===== config.mk =====
export PLATFORM = sky130hd
export DESIGN_NAME = scl_scale_top
export DESIGN_NICKNAME = d
export VERILOG_FILES = /design/src/rtl/scl_pkg.sv /design/src/rtl/scl_coef_bank.sv /design/src/rtl/scl_issue_seq.sv /design/src/rtl/scl_mac_pipe.sv /design/src/rtl/scl_scale_top.sv
export SDC_FILE = /design/constraint.sdc
export NUM_CORES = 2
export LEC_CHECK = 0
export ABC_AREA = 1
export BUFFER_PORTS_ARGS = -buffer_cell sky130_fd_sc_hd__buf_2
export CAP_MARGIN = 20
export CORE_UTILIZATION = 43
export DETAILED_ROUTE_END_ITERATION = 6
export HOLD_SLACK_MARGIN = 0.02
export PLACE_DENSITY = 0.59
export SYNTH_ARGS = -nofsm -noshare
export SYNTH_HDL_FRONTEND = slang
export SYNTH_SLANG_ARGS = --single-unit

===== constraint.sdc =====
create_clock -name clk -period 6.8 [get_ports clk]
set_input_delay 0.68 -clock clk [delete_from_list [all_inputs] [get_ports clk]]
set_output_delay 0.68 -clock clk [all_outputs]
set_load 0.02 [all_outputs]

===== src/rtl/scl_pkg.sv =====
package scl_pkg;

   typedef enum logic {
      COEF_OFFSET = 1'b0,
      COEF_FACTOR = 1'b1
   } coef_sel_e;

   function automatic int max2(input int a, input int b);
      return (a > b) ? a : b;
   endfunction

   function automatic int idx_w(input int n);
      return (n > 1) ? $clog2(n) : 1;
   endfunction

endpackage


===== src/rtl/scl_coef_bank.sv =====
module scl_coef_bank #(
   parameter int CHANNELS = 8,
   parameter int OFFSET_W = 16,
   parameter int FACTOR_W = 18,
   parameter int CIW      = 3,
   parameter int CFG_W    = 18
) (
   input  logic                       clk,
   input  logic                       rst_n,
   input  logic                       lock,
   input  logic                       wr_en,
   input  scl_pkg::coef_sel_e         wr_sel,
   input  logic [CIW-1:0]             wr_ch,
   input  logic [CFG_W-1:0]           wr_data,
   input  logic [CIW-1:0]             rd_ch,
   output logic signed [OFFSET_W-1:0] rd_off,
   output logic signed [FACTOR_W-1:0] rd_fac
);
   import scl_pkg::*;

   logic signed [OFFSET_W-1:0] off_q [CHANNELS];
   logic signed [FACTOR_W-1:0] fac_q [CHANNELS];

   logic wr_ok;
   assign wr_ok = wr_en && !lock;

   for (genvar c = 0; c < CHANNELS; c++) begin : g_coef
      logic hit;
      assign hit = wr_ok && (wr_ch == CIW'(c));

      always_ff @(posedge clk) begin
         if (!rst_n) begin
            off_q[c] <= '0;
            fac_q[c] <= '0;
         end else if (hit) begin
            if (wr_sel == COEF_OFFSET) off_q[c] <= wr_data[OFFSET_W-1:0];
            else                       fac_q[c] <= wr_data[FACTOR_W-1:0];
         end
      end


      cfg_lock_chk: assert property (@(posedge clk) disable iff (!rst_n)
         (lock && wr_en) |=> ($stable(off_q[c]) && $stable(fac_q[c])));
   end

   assign rd_off = off_q[rd_ch];
   assign rd_fac = fac_q[rd_ch];

endmodule


===== src/rtl/scl_issue_seq.sv =====
module scl_issue_seq #(
   parameter int CHANNELS = 8,
   parameter int CIW      = 3
) (
   input  logic           clk,
   input  logic           rst_n,
   input  logic           start,
   input  logic           drain_done,
   output logic           accept,
   output logic           busy,
   output logic           iss_vld,
   output logic [CIW-1:0] iss_ch
);
   localparam logic [CIW-1:0] LAST_CH = CIW'(CHANNELS - 1);

   logic           busy_q;
   logic           act_q;
   logic [CIW-1:0] idx_q;

   assign accept  = start && !busy_q;
   assign busy    = busy_q;
   assign iss_vld = act_q;
   assign iss_ch  = idx_q;

   always_ff @(posedge clk) begin
      if (!rst_n) begin
         busy_q <= 1'b0;
         act_q  <= 1'b0;
         idx_q  <= '0;
      end else if (accept) begin
         busy_q <= 1'b1;
         act_q  <= 1'b1;
         idx_q  <= '0;
      end else begin
         if (act_q) begin
            if (idx_q == LAST_CH) act_q <= 1'b0;
            else                  idx_q <= idx_q + 1'b1;
         end
         if (drain_done) busy_q <= 1'b0;
      end
   end


   issue_in_busy_chk: assert property (@(posedge clk) disable iff (!rst_n)
      act_q |-> busy_q);


   busy_hold_chk: assert property (@(posedge clk) disable iff (!rst_n)
      (busy_q && !drain_done) |=> busy_q);


   no_restart_chk: assert property (@(posedge clk) disable iff (!rst_n)
      (busy_q && act_q && idx_q != '0) |=> (idx_q != '0 || !act_q));

endmodule


===== src/rtl/scl_mac_pipe.sv =====
module scl_mac_pipe #(
   parameter int DATA_W   = 16,
   parameter int OFFSET_W = 16,
   parameter int FACTOR_W = 18,
   parameter int SUM_W    = 18,
   parameter int PROD_W   = 36,
   parameter int RES_LSB  = 6,
   parameter int RES_MSB  = 23,
   parameter int CIW      = 3
) (
   input  logic                       clk,
   input  logic                       rst_n,
   input  logic                       in_vld,
   input  logic [CIW-1:0]             in_ch,
   input  logic [DATA_W-1:0]          in_raw,
   input  logic signed [OFFSET_W-1:0] in_off,
   input  logic signed [FACTOR_W-1:0] in_fac,
   output logic                       out_vld,
   output logic [CIW-1:0]             out_ch,
   output logic [RES_MSB-RES_LSB:0]   out_win
);
   localparam int RAW_PAD = SUM_W - DATA_W;
   localparam int OFF_PAD = SUM_W - OFFSET_W;

   logic signed [SUM_W-1:0]    raw_ext, off_ext;
   logic signed [SUM_W-1:0]    s1_sum;
   logic signed [FACTOR_W-1:0] s1_fac;
   logic [CIW-1:0]             s1_ch;
   logic                       s1_vld;
   logic signed [PROD_W-1:0]   s2_prod;
   logic [CIW-1:0]             s2_ch;
   logic                       s2_vld;

   assign raw_ext = {{RAW_PAD{1'b0}}, in_raw};
   assign off_ext = {{OFF_PAD{in_off[OFFSET_W-1]}}, in_off};

   always_ff @(posedge clk) begin
      if (!rst_n) begin
         s1_vld  <= 1'b0;
         s1_sum  <= '0;
         s1_fac  <= '0;
         s1_ch   <= '0;
         s2_vld  <= 1'b0;
         s2_prod <= '0;
         s2_ch   <= '0;
      end else begin
         s1_vld  <= in_vld;
         s1_sum  <= raw_ext + off_ext;
         s1_fac  <= in_fac;
         s1_ch   <= in_ch;
         s2_vld  <= s1_vld;
         s2_prod <= s1_sum * s1_fac;
         s2_ch   <= s1_ch;
      end
   end

   assign out_vld = s2_vld;
   assign out_ch  = s2_ch;
   assign out_win = s2_prod[RES_MSB:RES_LSB];


   pipe_lat_chk: assert property (@(posedge clk) disable iff (!rst_n)
      out_vld |-> $past(in_vld, 2));


   pipe_ch_chk: assert property (@(posedge clk) disable iff (!rst_n)
      in_vld |=> (s1_ch == $past(in_ch)));

endmodule


===== src/rtl/scl_scale_top.sv =====
module scl_scale_top #(
   parameter  int DATA_W   = 16,
   parameter  int CHANNELS = 8,
   parameter  int OFFSET_W = 16,
   parameter  int FACTOR_W = 18,
   parameter  int RES_LSB  = 6,
   parameter  int RES_MSB  = 23,
   localparam int CIW      = scl_pkg::idx_w(CHANNELS),
   localparam int CFG_W    = scl_pkg::max2(OFFSET_W, FACTOR_W),
   localparam int RES_W    = RES_MSB - RES_LSB + 1
) (
   input  logic                         clk,
   input  logic                         rst_n,
   input  logic                         samp_valid,
   input  logic [CHANNELS*DATA_W-1:0]   samp_raw,
   input  logic                         cfg_we,
   input  logic                         cfg_sel,
   input  logic [CIW-1:0]               cfg_ch,
   input  logic [CFG_W-1:0]             cfg_data,
   output logic [CHANNELS*RES_W-1:0]    res_bus,
   output logic                         res_valid,
   output logic                         busy
);
   import scl_pkg::*;

   localparam int SUM_W  = max2(DATA_W + 1, OFFSET_W) + 1;
   localparam int PROD_W = SUM_W + FACTOR_W;
   localparam logic [CIW-1:0] LAST_CH = CIW'(CHANNELS - 1);

   initial begin
      assert (DATA_W >= 1 && DATA_W <= 24) else $error("DATA_W out of range");
      assert (CHANNELS >= 1 && CHANNELS <= 32) else $error("CHANNELS out of range");
      assert (FACTOR_W >= 1 && FACTOR_W <= 18) else $error("FACTOR_W out of range");
      assert (OFFSET_W >= 1) else $error("OFFSET_W out of range");
      assert (RES_LSB >= 0 && RES_LSB <= RES_MSB) else $error("result window inverted");
      assert (RES_MSB < PROD_W) else $error("result window beyond product");
   end

   logic                         accept, iss_vld, drain_done;
   logic [CIW-1:0]               iss_ch, out_ch;
   logic [CHANNELS*DATA_W-1:0]   raw_hold;
   logic signed [OFFSET_W-1:0]   cur_off;
   logic signed [FACTOR_W-1:0]   cur_fac;
   logic                         out_vld;
   logic [RES_W-1:0]             out_win;
   logic                         done_q;

   scl_issue_seq #(.CHANNELS(CHANNELS), .CIW(CIW)) seq_i (
      .clk(clk), .rst_n(rst_n), .start(samp_valid), .drain_done(drain_done),
      .accept(accept), .busy(busy), .iss_vld(iss_vld), .iss_ch(iss_ch)
   );

   scl_coef_bank #(.CHANNELS(CHANNELS), .OFFSET_W(OFFSET_W), .FACTOR_W(FACTOR_W),
                   .CIW(CIW), .CFG_W(CFG_W)) coef_i (
      .clk(clk), .rst_n(rst_n), .lock(busy), .wr_en(cfg_we),
      .wr_sel(coef_sel_e'(cfg_sel)), .wr_ch(cfg_ch), .wr_data(cfg_data),
      .rd_ch(iss_ch), .rd_off(cur_off), .rd_fac(cur_fac)
   );

   always_ff @(posedge clk) begin
      if (!rst_n)      raw_hold <= '0;
      else if (accept) raw_hold <= samp_raw;
   end

   scl_mac_pipe #(.DATA_W(DATA_W), .OFFSET_W(OFFSET_W), .FACTOR_W(FACTOR_W),
                  .SUM_W(SUM_W), .PROD_W(PROD_W), .RES_LSB(RES_LSB),
                  .RES_MSB(RES_MSB), .CIW(CIW)) mac_i (
      .clk(clk), .rst_n(rst_n), .in_vld(iss_vld), .in_ch(iss_ch),
      .in_raw(raw_hold[iss_ch*DATA_W +: DATA_W]), .in_off(cur_off), .in_fac(cur_fac),
      .out_vld(out_vld), .out_ch(out_ch), .out_win(out_win)
   );

   assign drain_done = out_vld && (out_ch == LAST_CH);

   for (genvar c = 0; c < CHANNELS; c++) begin : g_slot
      logic [RES_W-1:0] slot_q;
      always_ff @(posedge clk) begin
         if (!rst_n)                               slot_q <= '0;
         else if (out_vld && out_ch == CIW'(c))    slot_q <= out_win;
      end
      assign res_bus[c*RES_W +: RES_W] = slot_q;
   end

   always_ff @(posedge clk) begin
      if (!rst_n) done_q <= 1'b0;
      else        done_q <= drain_done;
   end
   assign res_valid = done_q;


   done_pulse_chk: assert property (@(posedge clk) disable iff (!rst_n)
      res_valid |=> !res_valid);


   done_idle_chk: assert property (@(posedge clk) disable iff (!rst_n)
      res_valid |-> (!busy && $past(busy)));


   raw_hold_chk: assert property (@(posedge clk) disable iff (!rst_n)
      busy |=> $stable(raw_hold));

endmodule


==> out/qor.txt <==
Synth Flop Type: dfxtp_1
CP Class: flip-flop to flip-flop
CTS tree: built
Area after DPL: 0.03560 mm²
# clock sinks: 615
sequential power share: 0.393
CTS-repair resized insts: 0
Initial DRC Count: 2164
CTS Root Cell: clkbuf_16
critical path's slowest cell: dfxtp_1
first-pass GRT wire length: 150400 µm
Max-slew headroom: 0.2826
I/O Buffers: 299
FMAX: 170.9 MHz
fin crit share: 0.8606
Clock transition at path regs: 60 ps
outcome: complete, no violations
register area share after synthesis: 0.4466
Worst Hold Class: input pin to flip-flop
Core ar.: 0.07747 mm²
Max IR drop VDD: 0.2008 mV
DIE WIDTH: 281.8 µm
critical path required time: 7360 ps
Starting Density: 0.4346
vias per std cell: 5.150
Async S/R FF share, synth: 0
internal power: 7428 µW
I/O Pins: 300
commonest non-fill, non-tap cell in the layout: nor2_1
Critical Path, Cell by Cell: nand2_1 > fa_1 > fa_1 > fa_1 > fa_1 > fa_1 > fa_1 > inv_1 > ha_1 > nand2_1 > nor2_1 > nand4_1 > o21ai_1 > nand3_1 > nand2_1 > o21ai_0 > a21oi_1
Antenna Violating Nets Remaining: 0
switching share of power: 0.3494
CP arrival: 6420 ps
DRC viols: 0
cts bufs inserted: 71
Nets: 4681
synthesized area: 0.03366 mm²
Final Critical Period: 5852 ps
Post-synth EDFFs: 272
CP bufs+invs: 1
Syn Area/Cell: 8.223 µm²
unrepaired setup endpoints after global routing: false
register bit total from synthesis: 615
Worst Skew: 41.73 ps
Rows: 102
Leak Pwr: 0.01839 µW
WL per Instance: 18.45 µm
CP delay by family, top: adder cells
vias: 27.44k
clk buf depth: 3
largest net degree at the start of global routing: 108
Comb pwr share: 0.266
GP Congestion: 0.8811
vias in the first global route: 25.59k
Post-Syn Nets: 4543
CP endpoint kind: flip-flop
Die Area: 0.07941 mm²
CP Launch Type: flip-flop
YS warnings: 0
drt first pass iters: 6
Slew @ Worst Pin: 1076 ps
setup repair bufs after CTS: 0
Layout area overhead: 12.86%
Die Ht: 281.8 µm
fin. max-slew vios: 0
Design Area, Final: 0.03800 mm²
Netlist cell types: 46
Syn Inst Count: 4094
max-cap violations: 0
total gr overflow: 0
P_sw: 3990 µW
worst skew pair latency: 640 ps
critical path fanouts, max: 18
CTS Hold Buffers Added: 0
power density cells: 300.5 mW/mm²
slowest stage delay, CP: 950 ps
final setup fails: 0
initial antenna violation count: 0
most used cell, CP: fa_1
hold slack: 302.8 ps
CTS H-tree depth: 3
commonest non-fill, non-tap cells in the layout: nor2_1 (1159), o21ai_0 (504), inv_1 (483)
post-route setup TNS: 0 ps
clock power share: 0.341
share of cells above drive strength 1: 0.1110
GRT Resource Usage Total: 0.2462
WL final: 98280 µm
Fin. Hold Viols: 0
dpl hpwl: 65470 µm
diodes inserted: 0
# fillers: 7591
## logic make-up after synthesis
group | count (synthesis) | synth area share
and+or+nand+nor | 1704 | 0.1962
buffers and inverters | 763 | 0.08842
AOI/OAI and AO/OA | 707 | 0.1112
DFF | 615 | 0.4466
adders and majority gates | 295 | 0.1549
xor gates and xnor gates | 10 | 0.002602
## metrics by stage
step | worst slack (ps) | std cells | utilization | power, µW
detailed placement | 970.4 | 5198 | 0.4595 | 7621
global route | 718.0 | 5328 | 0.4905 | 12100
global placement | 950.7 | 5198 | 0.4595 | 7578
CTS | 944.2 | 5327 | 0.4903 | 11510
floorplan | 1582 | 4094 | - | 6610
finish | 948.2 | 5328 | 0.4905 | 11420
## final cells by class
| cell class | instances | area [µm²] | share of cell area |
|---|---|---|---|
| clock buffers | 100 | 2001 | 0.05266 |
| flip-flops and latches | 615 | 15040 | 0.3959 |
| well taps | 1040 | 1301 | 0.03425 |
| repair buffers | 328 | 1730 | 0.04554 |
| multi-input cells | 2716 | 15660 | 0.4122 |
| clock inverters | 29 | 381.6 | 0.01004 |
| inverters | 500 | 1879 | 0.04946 |
## state kept, by name (all words and copies together), names as in the netlist, named ones only
name and cells:
coef_i.fac_q 144, g_slot.slot_q 144, coef_i.off_q 128, raw_hold 128, mac_i.s1_fac 18, mac_i.s1_sum 18, mac_i.s2_prod 18, mac_i.out_ch 3
mac_i.s1_ch 3, seq_i.iss_ch 3, mac_i.out_vld 1, mac_i.s1_vld 1, res_valid 1, seq_i.busy 1, seq_i.iss_vld 1
## power groups by stage
stage	sequential [µW]	clock, µW	combinational (µW)
5_1_grt	4510	4090	3500
2_1_floorplan	4230	0	2380
3_5_place_dp	4560	0	3060
6_report	4490	3900	3030
3_3_place_gp	4560	0	3020
4_1_cts	4480	3950	3080
## Yosys cell counts, types with 58 or more instances
library cell  instances  area (µm²)
nor2_1             1159        4350
o21ai_0             504        2522
inv_1               485        1821
nand2_1             442        1659
dfxtp_1             343        6867
edfxtp_1            272        8168
fa_1                203        4064
clkbuf_1            201       754.5
ha_1                 92        1151
o22ai_1              72       450.4
a21oi_1              66       330.3
nand3_1              58       290.3
## worst paths after layout
kind                        start                 to  slack (ps)  cells after the start
setup / recovery  mac_i.s1_sum[5]  mac_i.s2_prod[17]         950                     17
setup reg to reg  mac_i.s1_sum[5]  mac_i.s2_prod[17]         950                     17
hold / removal       samp_raw[11]       raw_hold[11]         300                      3
hold reg to reg      mac_i.s1_vld      mac_i.out_vld         400                      2
## routing by layer
metal	routed length, µm	track usage
met1	44360	0.3432
met3	4973	0.03099
met4	2507	0.07163
met5	0	0
met2	46440	0.4007
## worst min-delay path: stages
cell and delay [ps]:
buf_2 70, o21ai_0 70, nor2_1 80
Power figures use the tool's default switching activity.
